`config.mk`:
```
export PLATFORM = sky130hd
export DESIGN_NAME = bus_owner_arb
export DESIGN_NICKNAME = d
export VERILOG_FILES = /design/src/rtl/bus_owner_arb.sv
export SDC_FILE = /design/constraint.sdc
export NUM_CORES = 1
export LEC_CHECK = 0
export ABC_AREA = 1
export CAP_MARGIN = 20
export CORE_AREA = 5 5 42 44
export DETAILED_ROUTE_END_ITERATION = 8
export DIE_AREA = 0 0 47 49
export SETUP_SLACK_MARGIN = 0.4
export SKIP_LAST_GASP = 1
export SLEW_MARGIN = 10
export SYNTH_ARGS = -nofsm -noshare
export SYNTH_HDL_FRONTEND = slang
export SYNTH_SLANG_ARGS = --single-unit
```
`constraint.sdc`:
```
create_clock -name clk -period 1.7 [get_ports clk]
set_input_delay 0.34 -clock clk [delete_from_list [all_inputs] [get_ports clk]]
set_output_delay 0.34 -clock clk [all_outputs]
set_load 0.01 [all_outputs]
```
`src/rtl/bus_owner_arb.sv`:
```
module bus_owner_arb (
  input  logic       clk,
  input  logic       rst_n,
  input  logic       dtc_yield,
  input  logic [2:0] m_req,
  input  logic [2:0] m_end,
  input  logic [2:0] m_lock,
  input  logic       dtc_ext,
  output logic [2:0] gnt,
  output logic       ext_req
);
  localparam int CPU = 0;
  localparam int DTC = 1;
  localparam int DMA = 2;
  localparam logic [2:0] G_CPU = 3'b001;
  localparam logic [2:0] G_DTC = 3'b010;
  localparam logic [2:0] G_DMA = 3'b100;

  logic [2:0] gnt_q, gnt_d;
  logic       own_req, own_end, own_lock, at_bnd;

  assign own_req  = |(gnt_q & m_req);
  assign own_end  = |(gnt_q & m_end);
  assign own_lock = |(gnt_q & m_lock);
  assign at_bnd   = !own_req || (own_end && !own_lock);

  always_comb begin
    if (m_req[DMA])
      gnt_d = G_DMA;
    else if (m_req[DTC])
      gnt_d = (gnt_q[DTC] && dtc_yield && m_req[CPU]) ? G_CPU : G_DTC;
    else
      gnt_d = G_CPU;
  end

  always_ff @(posedge clk) begin
    if (!rst_n)
      gnt_q <= G_CPU;
    else if (at_bnd)
      gnt_q <= gnt_d;
  end

  assign gnt     = gnt_q;
  assign ext_req = gnt_q[DTC] && m_req[DTC] && dtc_ext;
endmodule

```
---- Word-level counts from Yosys, hierarchy flattened ----
Index checks and enable logic that the tools add are counted.
storage, ports and cells
  flip-flop bits (word level) ............. 3
  output and inout port bits .............. 4
cells by class
  multiplexer cells ....................... 3
  bitwise logic cells ..................... 3
  reduce and logical (&&, ||, !) cells .... 11
operators by type and width
  cell                count
  3-bit bitwise AND   3
  3-bit OR reduction  3
  1-bit logical AND   5
  2-bit two-way mux   2
  3-bit two-way mux   1
  1-bit zero test     2
  1-bit logical OR    1

---- Logic depth before layout (Yosys ltp) ----
  depth after elaboration ................. 5
  depth in mapped cells ................... 7
  depth with buffers taken out ............ 7

---- Worst setup path after synthesis ----
No wires, ideal clock.
  path type ............................... register -> output
  from .................................... register gnt_q[1] (netlist: gnt[1])
  to ...................................... output ext_req
  arrival ................................. 0.738 ns
  data required time ...................... 1.360 ns
  setup slack ............................. 0.622 ns
  stages on the path, launching flop included .. 3
  cell sequence ........................... dfxtp_1 -> nand2_1 -> nor2_1
on the way
  cells in the longest elaborated chain, start to end .. 2
ends and longest elaborated chain
  what                             RTL line  text
  start, declared                  19        logic [2:0] gnt_q, gnt_d;
  start signal, assigned           40        gnt_q <= gnt_d;
  1-bit logical AND (2 in series)  44        assign ext_req = gnt_q[DTC] && m_req[DTC] && dtc_ext;
  end, declared                    10        output logic ext_req
Every way passes these cells.

---- Worst setup path in the final report ----
Same ends and word-level chain as after synthesis.

==> run summary <==
crit start category -> flop
global-route wire length before repair -> 1070 um
Static Leak -> 0.241 nW
Hold Fails Final Rpt -> 0
syn avg cell area -> 5.96 sq um
Num CTS Buffers -> 3
core outline area -> 0.00140 sq mm
Die Y -> 49 um
final wirelength -> 672 um
Rows -> 14
gr ovfl total -> 0
I/O Buffers -> 16
fill count -> 170
Cell Area, Synth -> 226 sq um
Post-DP HPWL -> 571 um
WL/cell -> 8.62 um
share of layout cells above drive strength 1 -> 0.242
Synth Instances -> 38
minimum clock period after layout -> 1.21 ns
final core utilization -> 0.327
crit path max fanout -> 4
Setup WS pre-CTS -> -0.173 ns
Seq/Total Area, Yosys -> 0.265
area growth from synthesis to layout -> 102%
Clock transition at path regs -> 0.04 ns
met2 Use GR -> 0.0950
Placer Congestion -> 0.627
YS warnings -> 0
Yosys cell types -> 10
drt drc -> 0
Required @ worst endpoint -> 1.36 ns
synth top area cells -> dfxtp_1, nand2_1, nand3_1, nand3_4, a21oi_1
CTS Buffer Depth -> 2
fin area -> 458 sq um
Global Route met1 Usage -> 0.0677
Top FF cell, synth -> dfxtp_1
status -> finished, final reports clean
fin. max-slew vios -> 0
Pwr per Cell Area -> 815 mW/mm^2
kind of critical path -> reg -> out
RSZ-0062 raised after global routing -> false
EDFF count, synth -> 0
max reg flops -> 3
Setup crit end kind -> output port
vias per cell -> 4.10
Top Ports -> 17
TritonRoute pass-1 iters -> 2
CTS tree -> done
remaining antenna violation count -> 0
GRT met3 Usage -> 0.0406
Final nets -> 76
gr usage total -> 0.0654
Vias -> 320
Clk Latency, worst-skew pair -> 0.23 ns
Sink Count -> 3
Yosys top cell area share -> 0.265
total negative setup slack -> 0 ns
vias in the first global route -> 278
worst-margin pin slew -> 0.140 ns
die width -> 47 um
Critical Path AT -> 0.87 ns
top post-synthesis cells by count -> nand2_1, nand3_1, inv_1, nor2_1
area of the multi-input gates -> 151 sq um
Max VDD drop -> 237 uV
Starting Density -> 0.162
Die Area -> 0.00230 sq mm
top-count cell post-synth -> nand2_1
dpl cell area -> 437 sq um
# setup viols final -> 0
Max Cap Violations -> 0
final worst path period share -> 0.710
CTS Hold Bufs -> 0
clock root cell -> clkbuf_4
register bit total from synthesis -> 3
H-tree Lvls -> 1
register area -> 62.6 sq um
largest net degree at the start of global routing -> 7
fmax -> 0.829 GHz
initial antenna violation count -> 0
Rel. slew slack -> 0.906
syn nets -> 51
ys async rst share -> 0
post-route worst setup slack -> 0.493 ns
GR peak layer -> met2
1st-iter DRT viols -> 5
ant diodes -> 0
Hold/Removal Path Class -> reg -> reg
most area-hungry cell type in the Yosys netlist -> dfxtp_1
Max Clock Skew -> 0.00209 ns
## worst paths after layout
path / startpoint / end / slack, ns / cells after the start
max: gnt[1]$_SDFFE_PN0P_ / ext_req / 0.49 / 3
min: gnt[0]$_SDFFE_PN1P_ / gnt[0]$_SDFFE_PN1P_ / 0.54 / 2
max reg2reg: gnt[1]$_SDFFE_PN0P_ / gnt[1]$_SDFFE_PN0P_ / 0.65 / 7
min reg2reg: gnt[0]$_SDFFE_PN1P_ / gnt[0]$_SDFFE_PN1P_ / 0.54 / 2
## final cells by class
cell class / count / area share
timing repair buffer: 20 / 0.399
inverter: 4 / 0.0328
sequential: 3 / 0.137
multi-input combinational: 31 / 0.331
tap: 16 / 0.0437
clock buffer: 4 / 0.0574
## layer usage
layer	up-vias	wire length [um]
met2	12	308
met5	-	0
li1	172	-
met1	136	263
met4	0	0
met3	0	99
## report_power, final
part | total, W | switching (W) | leakage [nW] | internal [W]
registers | 0.0000969 | 0.0000115 | 0.0252 | 0.0000854
clock network | 0.000120 | 0.0000327 | 0.0150 | 0.0000877
logic | 0.000156 | 0.0000738 | 0.200 | 0.0000824
total | 0.000373 | 0.000118 | 0.241 | 0.000255
## critical path, cell delays in order, from the launching register on
cell and delay, ns:
dfxtp_2 0.34, nand2_1 0.07, nor2_1 0.10, buf_2 0.13
## what timing repair did
| item | CTS | global route |
|---|---|---|
| endpoints found under the setup margin | 4 | 3 |
| pin swaps | 0 | 1 |
| resized for setup | 9 | 4 |
| buffers inserted | 0 | 0 |
## kinds of logic (layout without fill, tap and decap cells)
| kind of cell | count (synthesis) | in the layout | share of synthesized area |
|---|---|---|---|
| buf+inv | 4 | 28 | 0.0663 |
| flops | 3 | 3 | 0.265 |
| compound gates | 3 | 3 | 0.0663 |
| simple gates | 28 | 28 | 0.602 |
## per-stage QoR
stage	total power [W]	hold slack, ns	instances
floorplan	0.000179	0.424	38
global placement	0.000267	0.591	74
detailed placement	0.000268	0.587	74
CTS	0.000386	0.571	78
global route	0.000412	0.577	78
finish	0.000373	0.544	78
## placed cells by master, fill, tap and decap left out
cell type	instances
dfxtp_2	2
nand2_2	1
inv_1	4
nand3_1	5
nand3_4	1
dlygate4sd2_1	2
dlymetal6s2s_1	2
a21oi_1	3
clkbuf_4	3
clkbuf_2	1
clkbuf_1	1
nand3_2	1
dfxtp_1	1
buf_4	4
buf_2	1
nor2_1	4
nand2_1	15
clkdlybuf4s50_1	10
nor2_2	1
No activity file was read; power rests on OpenSTA's default activity.
